## src/rtl/irq_router_pkg.sv

```systemverilog
package irq_router_pkg;

  localparam int LVL_W    = 4;
  localparam int NUM_LVL  = 16;
  localparam int GP_FIRST = 7;
  localparam int GP_COUNT = 9;
  localparam int NUM_CORE = 7;

  // levels that the mask register may hide (5..15)
  localparam logic [NUM_LVL-1:0] MASKABLE_BITS = 16'hFFE0;
  // levels that the software-raise register may set (7..15)
  localparam logic [NUM_LVL-1:0] SW_BITS       = 16'hFF80;
  // core event inputs that are wired to a level (4 is reserved)
  localparam logic [NUM_CORE-1:0] CORE_USED    = 7'b110_1111;

  // routing field -> absolute level, codes above 8 saturate at 15
  function automatic logic [LVL_W-1:0] field_to_level(input logic [3:0] f);
    if (f > 4'd8) return 4'd15;
    return 4'(f + 4'd7);
  endfunction

  // reset value of the routing field of peripheral ID id
  function automatic logic [3:0] default_field(input int id);
    if (id <= 2)  return 4'd0;
    if (id == 3)  return 4'd1;
    if (id <= 7)  return 4'd2;
    if (id <= 14) return 4'd3;
    if (id <= 18) return 4'd4;
    if (id <= 28) return 4'd5;
    return 4'd6;
  endfunction

  // {found, index of lowest set bit}
  function automatic logic [LVL_W:0] lowest_set(input logic [NUM_LVL-1:0] v);
    logic [LVL_W:0] r;
    r = '0;
    for (int i = NUM_LVL - 1; i >= 0; i--) begin
      if (v[i]) r = {1'b1, LVL_W'(i)};
    end
    return r;
  endfunction

endpackage

```

## src/rtl/irq_cfg_regs.sv

```systemverilog
module irq_cfg_regs
  import irq_router_pkg::*;
#(
  parameter int NUM_SRC = 32,
  parameter int FIELD_W = 4,
  parameter int DATA_W  = 32,
  parameter int ADDR_W  = 3
) (
  input  logic                       clk,
  input  logic                       rst_n,
  input  logic                       wr_en,
  input  logic [ADDR_W-1:0]          addr,
  input  logic [DATA_W-1:0]          wdata,
  input  logic [NUM_LVL-1:0]         pend_vec,
  output logic [NUM_SRC*FIELD_W-1:0] fields_o,
  output logic [NUM_LVL-1:0]         block_o,
  output logic [NUM_LVL-1:0]         sw_set_o,
  output logic [DATA_W-1:0]          rdata
);

  localparam int FPW       = DATA_W / FIELD_W;
  localparam int NUM_WORDS = NUM_SRC / FPW;
  localparam logic [ADDR_W-1:0] MASK_ADDR = ADDR_W'(NUM_WORDS);
  localparam logic [ADDR_W-1:0] SWR_ADDR  = ADDR_W'(NUM_WORDS + 1);

  logic [NUM_LVL-1:0] blk_q;

  for (genvar i = 0; i < NUM_SRC; i++) begin : g_fld
    localparam int WIDX = i / FPW;
    localparam int FOFF = (i % FPW) * FIELD_W;
    logic [FIELD_W-1:0] fld_q;
    always_ff @(posedge clk or negedge rst_n) begin
      if (!rst_n)
        fld_q <= FIELD_W'(default_field(i));
      else if (wr_en && addr == ADDR_W'(WIDX))
        fld_q <= wdata[FOFF +: FIELD_W];
    end
    assign fields_o[i*FIELD_W +: FIELD_W] = fld_q;
  end

  always_ff @(posedge clk or negedge rst_n) begin
    if (!rst_n)
      blk_q <= '0;
    else if (wr_en && addr == MASK_ADDR)
      blk_q <= wdata[NUM_LVL-1:0] & MASKABLE_BITS;
  end

  assign block_o  = blk_q;
  assign sw_set_o = (wr_en && addr == SWR_ADDR) ? (wdata[NUM_LVL-1:0] & SW_BITS) : '0;

  always_comb begin
    rdata = '0;
    for (int w = 0; w < NUM_WORDS; w++) begin
      if (addr == ADDR_W'(w)) rdata = fields_o[w*DATA_W +: DATA_W];
    end
    if (addr == MASK_ADDR) rdata = {{(DATA_W-NUM_LVL){1'b0}}, blk_q};
    if (addr == SWR_ADDR)  rdata = {{(DATA_W-NUM_LVL){1'b0}}, pend_vec};
  end

endmodule

```

## src/rtl/irq_level_map.sv

```systemverilog
module irq_level_map
  import irq_router_pkg::*;
#(
  parameter int NUM_SRC = 32,
  parameter int FIELD_W = 4
) (
  input  logic [NUM_SRC-1:0]         src_irq,
  input  logic [NUM_SRC*FIELD_W-1:0] fields,
  input  logic [NUM_CORE-1:0]        core_evt,
  output logic [NUM_LVL-1:0]         lvl_req
);

  logic [NUM_LVL-1:0] gp_req;

  // each active source lights its destination level; shared levels OR together
  always_comb begin
    gp_req = '0;
    for (int i = 0; i < NUM_SRC; i++) begin
      if (src_irq[i]) gp_req[field_to_level(4'(fields[i*FIELD_W +: FIELD_W]))] = 1'b1;
    end
  end

  assign lvl_req = gp_req | {{(NUM_LVL-NUM_CORE){1'b0}}, core_evt & CORE_USED};

endmodule

```

## src/rtl/irq_pend_track.sv

```systemverilog
module irq_pend_track
  import irq_router_pkg::*;
(
  input  logic               clk,
  input  logic               rst_n,
  input  logic [NUM_LVL-1:0] lvl_req,
  input  logic [NUM_LVL-1:0] sw_set,
  input  logic               ack_valid,
  input  logic [LVL_W-1:0]   ack_level,
  output logic [NUM_LVL-1:0] pend_q,
  output logic [NUM_LVL-1:0] set_vec
);

  logic [NUM_LVL-1:0] req_q;
  logic [NUM_LVL-1:0] clr_vec;
  logic [NUM_LVL-1:0] req_rise;

  assign req_rise = lvl_req & ~req_q;
  assign set_vec  = req_rise | sw_set;
  assign clr_vec  = ack_valid ? (NUM_LVL'(1) << ack_level) : '0;

  always_ff @(posedge clk or negedge rst_n) begin
    if (!rst_n) begin
      req_q  <= '0;
      pend_q <= '0;
    end else begin
      req_q  <= lvl_req;
      pend_q <= (pend_q & ~clr_vec) | set_vec;
    end
  end

  AST_PEND_SET: assert property (@(posedge clk) disable iff (!rst_n)
    (|set_vec) |=> ((pend_q & $past(set_vec)) == $past(set_vec)));

  AST_ACK_CLEAR: assert property (@(posedge clk) disable iff (!rst_n)
    (ack_valid && !set_vec[ack_level]) |=> !pend_q[$past(ack_level)]);

endmodule

```

## src/rtl/irq_prio_sel.sv

```systemverilog
module irq_prio_sel
  import irq_router_pkg::*;
(
  input  logic               clk,
  input  logic               rst_n,
  input  logic [NUM_LVL-1:0] pend,
  input  logic [NUM_LVL-1:0] block,
  output logic               top_valid,
  output logic [LVL_W-1:0]   top_level
);

  logic [NUM_LVL-1:0] eligible;
  logic [LVL_W:0]     pick;

  assign eligible = pend & ~block;
  assign pick     = lowest_set(eligible);

  always_ff @(posedge clk or negedge rst_n) begin
    if (!rst_n) begin
      top_valid <= 1'b0;
      top_level <= '0;
    end else begin
      top_valid <= pick[LVL_W];
      top_level <= pick[LVL_W-1:0];
    end
  end

  AST_VALID_TRACK: assert property (@(posedge clk) disable iff (!rst_n)
    1'b1 |=> (top_valid == $past(|eligible)));

  AST_LOWEST_WINS: assert property (@(posedge clk) disable iff (!rst_n)
    top_valid |-> (($past(eligible) & ((NUM_LVL'(1) << top_level) - NUM_LVL'(1))) == '0));

  AST_MASKED_SILENT: assert property (@(posedge clk) disable iff (!rst_n)
    top_valid |-> ((($past(block) >> top_level) & NUM_LVL'(1)) == '0));

  AST_NO_RSVD: assert property (@(posedge clk) disable iff (!rst_n)
    top_valid |-> (top_level != 4'd4));

endmodule

```

## src/rtl/irq_router.sv

```systemverilog
module irq_router
  import irq_router_pkg::*;
#(
  parameter int NUM_SRC = 32,
  parameter int FIELD_W = 4,
  parameter int DATA_W  = 32,
  parameter int ADDR_W  = 3
) (
  input  logic                clk,
  input  logic                rst_n,
  input  logic [NUM_SRC-1:0]  periph_irq,
  input  logic [NUM_CORE-1:0] core_evt,
  input  logic                bus_wr,
  input  logic [ADDR_W-1:0]   bus_addr,
  input  logic [DATA_W-1:0]   bus_wdata,
  output logic [DATA_W-1:0]   bus_rdata,
  input  logic                ack_valid,
  input  logic [LVL_W-1:0]    ack_level,
  output logic                top_valid,
  output logic [LVL_W-1:0]    top_level
);

  logic [NUM_SRC*FIELD_W-1:0] fields;
  logic [NUM_LVL-1:0]         block_vec;
  logic [NUM_LVL-1:0]         sw_set;
  logic [NUM_LVL-1:0]         lvl_req;
  logic [NUM_LVL-1:0]         pend_vec;
  logic [NUM_LVL-1:0]         set_vec;

  irq_cfg_regs #(
    .NUM_SRC(NUM_SRC), .FIELD_W(FIELD_W), .DATA_W(DATA_W), .ADDR_W(ADDR_W)
  ) u_regs (
    .clk(clk), .rst_n(rst_n), .wr_en(bus_wr), .addr(bus_addr), .wdata(bus_wdata),
    .pend_vec(pend_vec), .fields_o(fields), .block_o(block_vec),
    .sw_set_o(sw_set), .rdata(bus_rdata)
  );

  irq_level_map #(.NUM_SRC(NUM_SRC), .FIELD_W(FIELD_W)) u_map (
    .src_irq(periph_irq), .fields(fields), .core_evt(core_evt), .lvl_req(lvl_req)
  );

  irq_pend_track u_pend (
    .clk(clk), .rst_n(rst_n), .lvl_req(lvl_req), .sw_set(sw_set),
    .ack_valid(ack_valid), .ack_level(ack_level), .pend_q(pend_vec), .set_vec(set_vec)
  );

  irq_prio_sel u_prio (
    .clk(clk), .rst_n(rst_n), .pend(pend_vec), .block(block_vec),
    .top_valid(top_valid), .top_level(top_level)
  );

  AST_PEND_NEEDS_CAUSE: assert property (@(posedge clk) disable iff (!rst_n)
    ($rose(pend_vec[9])) |-> $past(lvl_req[9] | sw_set[9]));

endmodule

```

## config.mk

```make
export PLATFORM = sky130hd
export DESIGN_NAME = irq_router
export DESIGN_NICKNAME = d
export VERILOG_FILES = /design/src/rtl/irq_router_pkg.sv /design/src/rtl/irq_cfg_regs.sv /design/src/rtl/irq_level_map.sv /design/src/rtl/irq_pend_track.sv /design/src/rtl/irq_prio_sel.sv /design/src/rtl/irq_router.sv
export SDC_FILE = /design/constraint.sdc
export NUM_CORES = 1
export LEC_CHECK = 0
export ABC_CLOCK_PERIOD_IN_PS = 6000
export BUFFER_PORTS_ARGS = -buffer_cell sky130_fd_sc_hd__buf_2
export CELL_PAD_IN_SITES_DETAIL_PLACEMENT = 2
export CELL_PAD_IN_SITES_GLOBAL_PLACEMENT = 2
export CORE_ASPECT_RATIO = 1.1
export CORE_MARGIN = 4
export CORE_UTILIZATION = 41
export CTS_CLUSTER_DIAMETER = 80
export DETAILED_ROUTE_END_ITERATION = 12
export MAX_ROUTING_LAYER = met4
export PLACE_DENSITY = 0.86
export SYNTH_ARGS = -nofsm -noshare
export SYNTH_HDL_FRONTEND = slang
export SYNTH_HIERARCHICAL = 1
export SYNTH_SLANG_ARGS = --single-unit
```

## constraint.sdc

```tcl
create_clock -name clk -period 6 [get_ports clk]
set_clock_uncertainty 0.05 [all_clocks]
set_input_delay 1.8 -clock clk [delete_from_list [all_inputs] [get_ports clk]]
set_output_delay 1.8 -clock clk [all_outputs]
set_load 0.005 [all_outputs]
```

; ---- Yosys cells after proc, flatten, opt, wreduce, memory -nomap -nowiden
; Index checks and enable logic that the tools add are counted.
[totals]
register_bits = 176
inputBits = 82
output_inout_bits = 37
elab_cells = 530
[classes]
addsub = 32
magnitude_cmp = 96
eq_ne = 5
shifts = 1
muxes = 280
bitwise = 40
reduce_logical = 39
[ops]
columns = operator, count
row1 = 2-to-1 mux 16 bit, 34
row2 = bitwise OR 16 bit, 33
row3 = 2-to-1 mux 4 bit, 96
row4 = 2-to-1 mux 32 bit, 6
row5 = "less-than comparator 4 x 5 -> 1 bit, second input constant", 32
row6 = "adder 4 x 3 -> 4 bit, second input constant", 32
row7 = demux 1 bit (select 4 bit), 32
row8 = ">= comparator 4 x 1 -> 1 bit, second input constant", 32
row9 = "> comparator 4 bit, second input constant", 32
row10 = 2-to-1 mux 1 bit, 96
row11 = 2-to-1 mux 5 bit, 16
row12 = AND 16 bit, 3
row13 = inverter 16 bit, 3
row14 = logical AND 1 bit, 38
row15 = bitwise OR 16 x 7 -> 16 bit, 1
row16 = "left shift 1 x 4 -> 16 bit, first input constant", 1
row17 = "== test 3 x 2 -> 1 bit, second input constant", 2
row18 = "== test 3 bit, second input constant", 2
row19 = "== test 3 x 1 -> 1 bit, second input constant", 1
row20 = zero test 3 bit, 1

; ---- Longest topological paths before layout
[depth]
word_depth = 76
depth_mapped = 12
ltp_nobuf = 10

; ---- Modules after synthesis
; The synthesis kept the hierarchy.
[modules_own_cells]
columns = mod, instances, cells_each, area_each_um2, seq_area_each_um2
row1 = irq_level_map, 1, 1416, 8580.7, 0.0
row2 = irq_cfg_regs, 1, 466, 6697.7, 3539.6
row3 = irq_pend_track, 1, 104, 1214.9, 800.8
row4 = irq_prio_sel, 1, 53, 414.1, 125.1

; ---- Least setup slack after synthesis
; Ideal clock, no wire load.
[synth_timing]
path_kind = in2out
startpoint = input bus_addr[1]
endpoint = output bus_rdata[10]
arrival_time_ns = 2.788
required_time_ns = 4.150
slack_ns = 1.362
path_stages = 5
n_path_buf = 3
cell_sequence = buf_2 -> clkbuf_1 -> buf_2 -> o21a_1 -> o221ai_1
[synth_between]
elab_chain_len = 7
elab_cells_between_ends = 12
cone_classes = 5 x eq/ne / 6 x mux / 1 x reduce/logical
[synth_lines]
columns = element, line_no
row1 = start: declaration, irq_router.sv:14  ; input logic [ADDR_W-1:0] bus_addr,
row2 = zero test 3 bit, irq_cfg_regs.sv:54  ; if (addr == ADDR_W'(w)) rdata = fields_o[w*DATA_W +: DATA_W];
row3 = 2-to-1 mux 32 bit (4 in a row), irq_cfg_regs.sv:54
row4 = 2-to-1 mux 32 bit, irq_cfg_regs.sv:56  ; if (addr == MASK_ADDR) rdata = {{(DATA_W-NUM_LVL){1'b0}}, blk_q};
row5 = 2-to-1 mux 32 bit (*), irq_cfg_regs.sv:57  ; if (addr == SWR_ADDR) rdata = {{(DATA_W-NUM_LVL){1'b0}}, pend_vec};
row6 = end: declaration, irq_router.sv:16  ; output logic [DATA_W-1:0] bus_rdata,
; Every way passes the cells marked *; elsewhere a longest branch is shown, timed or not.

; ---- Worst setup path after layout
[layout_timing]
startpoint = input bus_addr[0]
endpoint = output bus_rdata[11]
; The elaborated chain is that of the path after synthesis.

==> metrics.yaml <==
initial_utilization: 0.4178
worst_ir_drop_vdd_v: 0.0002410
cp-start-kind: "primary input"
comb_power_share: 0.502
slew-limit-headroom: 0.1199
worst-setup-path-type: "primary input to output port"
std_cell_rows: 77
power_density_nw_per_um2: 383.4
grt_pass1_vias: 19440
cts_tree: "yes"
cp_slowest_stage_delay_ns: 0.71
cts_max_path_buffers: 2
grt_usage: 0.4328
cts_hold_buf: 0
syn_area_um2: 16910
grt_pass1_wl_um: 139900
ys_types: 95
clock_sinks: 176
place_congestion: 1.090
synth_edf_count: 0
cp-end-kind: "output port"
seq_area_frac_synth: 0.2641
firstDrtPassIters: 5
fin_tns_setup_ns: 0
synth-async-reset-ratio: 1.000
critical_path_buf_inv_count: 2
maxCapViolCount: 0
core_um2: 40460
root_buffer: "clkbuf_16"
layout-drive-gt1-share: 0.2037
intPower_uw: 3471
place_inst: 2592
cp.required_ns: 4.15
post-route-period-util: 0.9457
p_sw_frac: 0.5105
grt_max_degree: 94
post-cts-setup-buffer-count: 0
final-setup-viol-count: 0
ios: 119
cts_inserted_buffers: 17
clock_latency_ns: 0.52
detailroute.via_count: 18640
yosysTopAreaCellShare: 0.1880
drc: 0
synth_top_flop_cell: "dfrtp_1"
cts_resized: 0
finalMaxSlewViolations: 0
yosys_register_bits: 176
layout_common_cells: "142 x mux2_2, 138 x nand2_1, 127 x dfrtp_1"
wirelength_um: 96840
crit_family: "buffers and inverters"
worst_pin_slew_ns: 1.287
p_sw_uw: 3620
yosysWarnings: 6
dieHeight_um: 221.0
clk_pin_slew_ns: 0.08
cp_slowest_cell: "buf_4"
area_delta_synth_final_pct: 9.391
fillers: 4475
route.antenna.remaining_nets: 0
hold_path.class: "register to register"
vias_per_cell: 7.087
fmax_mhz: 176.2
mostFrequentLayoutCell: "mux2_2"
port_buffers: 117
hold_viol: 0
antenna_found_initial: 7
place_ws_ns: 0.5014
setup_ws_ns: 0.3259
synth_area_leader_cell: "dfrtp_1"
pwr-share-seq: 0.315
rsz0062_at_grt: "false"
ys_top_cells_by_area: "dfrtp_1 19%, mux2_2 9.5%, dfstp_2 7.6%"
dp_hpwl_um: 74050
overflow: 0
dieArea_um2: 44550
finalCriticalPeriod_ns: 5.674
p_leak_uw: 0.007488
cp.arrival_ns: 3.82
postSynthCellCount: 2039
final_nets: 2212
status: "finished clean"
die_w_um: 201.6
final_cells: 2630
drt_iter0_drc: 1903
critPathMaxFanout: 50
syn_avg_cell_area_um2: 8.292
avgRoutedWirePerCell_um: 36.82
htreeDepth: 4
crit_chain: "buf_4, and3b_1, nand2_1, o221ai_1, buf_2"
pwr-share-clk: 0.183
## logic make-up after synthesis
kind of cell             Yosys count  share of synthesized area
multiplexers                     195                     0.1382
AND/OR/NAND/NOR                  887                     0.2965
AO/OA/AOI/OAI                    517                     0.2158
XOR/XNOR                          11                   0.005698
flip-flops                       176                     0.2641
adder cells (fa/ha/maj)           32                    0.02368
other                              1                  0.0002218
buffers and inverters            220                    0.05580
## power by group through the flow
| stage | clock network (uW) | registers [uW] | logic, uW |
|---|---|---|---|
| after global placement | 0 | 2150 | 3130 |
| after detailed placement | 0 | 2210 | 3320 |
| final | 1300 | 2240 | 3560 |
| after floorplan | 0 | 1770 | 2320 |
| after global routing | 1370 | 2280 | 3710 |
| after CTS | 1320 | 2200 | 3410 |
## state kept, by name, indices dropped and copies added, names as in the netlist
signal,count
u_pend/pend_q,16
u_pend/req_q,16
u_prio/top_level,4
u_prio/top_valid,1
u_regs/block_o,11
u_regs/g_fld.fld_q,128
## synth_stat cells, types with 48 or more instances
cell type and count:
nand2_1 138, dfstp_2 49, nor2b_1 61, inv_1 110, nor2_1 124, clkbuf_1 57, nand2b_1 80, nand3_1 86
a21oi_1 83, nand4_1 52, o21ai_0 72, a211oi_1 48, dfrtp_1 127, nor4_1 64, mux2_2 142
## worst paths after layout
| kind | slack [ns] | from | depth (start not counted) | end |
|---|---|---|---|---|
| max in group asynchronous | 3.43 | rst_n | 2 | u_regs/g_fld[30].fld_q[2]$_DFFE_PN1P_ |
| worst max register to register | 1.67 | u_regs/g_fld[17].fld_q[0]$_DFFE_PN0P_ | 10 | u_pend/pend_q[11]$_DFF_PN0_ |
| worst max-delay path | 0.33 | bus_addr[0] | 5 | bus_rdata[11] |
| worst min-delay path | 0.52 | u_regs/block_o[9]$_DFFE_PN0P_ | 1 | u_regs/block_o[9]$_DFFE_PN0P_ |
| worst min register to register | 0.52 | u_regs/block_o[9]$_DFFE_PN0P_ | 1 | u_regs/block_o[9]$_DFFE_PN0P_ |
| min in group asynchronous | 1.32 | rst_n | 1 | u_regs/g_fld[8].fld_q[3]$_DFFE_PN0P_ |
## layer usage
| layer | wire (um) | track usage | part of all wire | vias to the layer above |
|---|---|---|---|---|
| li1 | - | - | - | 7820 |
| met1 | 37990 | 0.5062 | 0.39 | 9703 |
| met2 | 46420 | 0.7078 | 0.48 | 855 |
| met3 | 6139 | 0.07921 | 0.063 | 261 |
| met4 | 6283 | 0.2329 | 0.065 | 0 |
| met5 | 0 | - | 0 | - |
## through the flow
| step | area (um2) | util | hold WS, ns | total power [uW] |
|---|---|---|---|---|
| 2_1_floorplan | 16950 | - | 0.4167 | 4091 |
| 3_3_place_gp | 17850 | 0.4411 | 0.4656 | 5279 |
| 3_5_place_dp | 17850 | 0.4411 | 0.4829 | 5523 |
| 4_1_cts | 18480 | 0.4567 | 0.5144 | 6929 |
| 5_1_grt | 18500 | 0.4571 | 0.5283 | 7355 |
| 6_report | 18500 | 0.4571 | 0.5191 | 7091 |
## layout make-up
type	instances	area, um2	share of cell area
Sequential cell	176	4466	0.2414
Clock buffer	21	470.5	0.02544
Antenna cell	6	15.01	0.0008118
Clock inverter	11	162.7	0.008794
Inverter	111	416.7	0.02253
Multi-Input combinational cell	1654	11560	0.6250
Tap cell	513	641.9	0.03470
Timing Repair Buffer	138	764.5	0.04133
(Power assumes the default switching activity.)
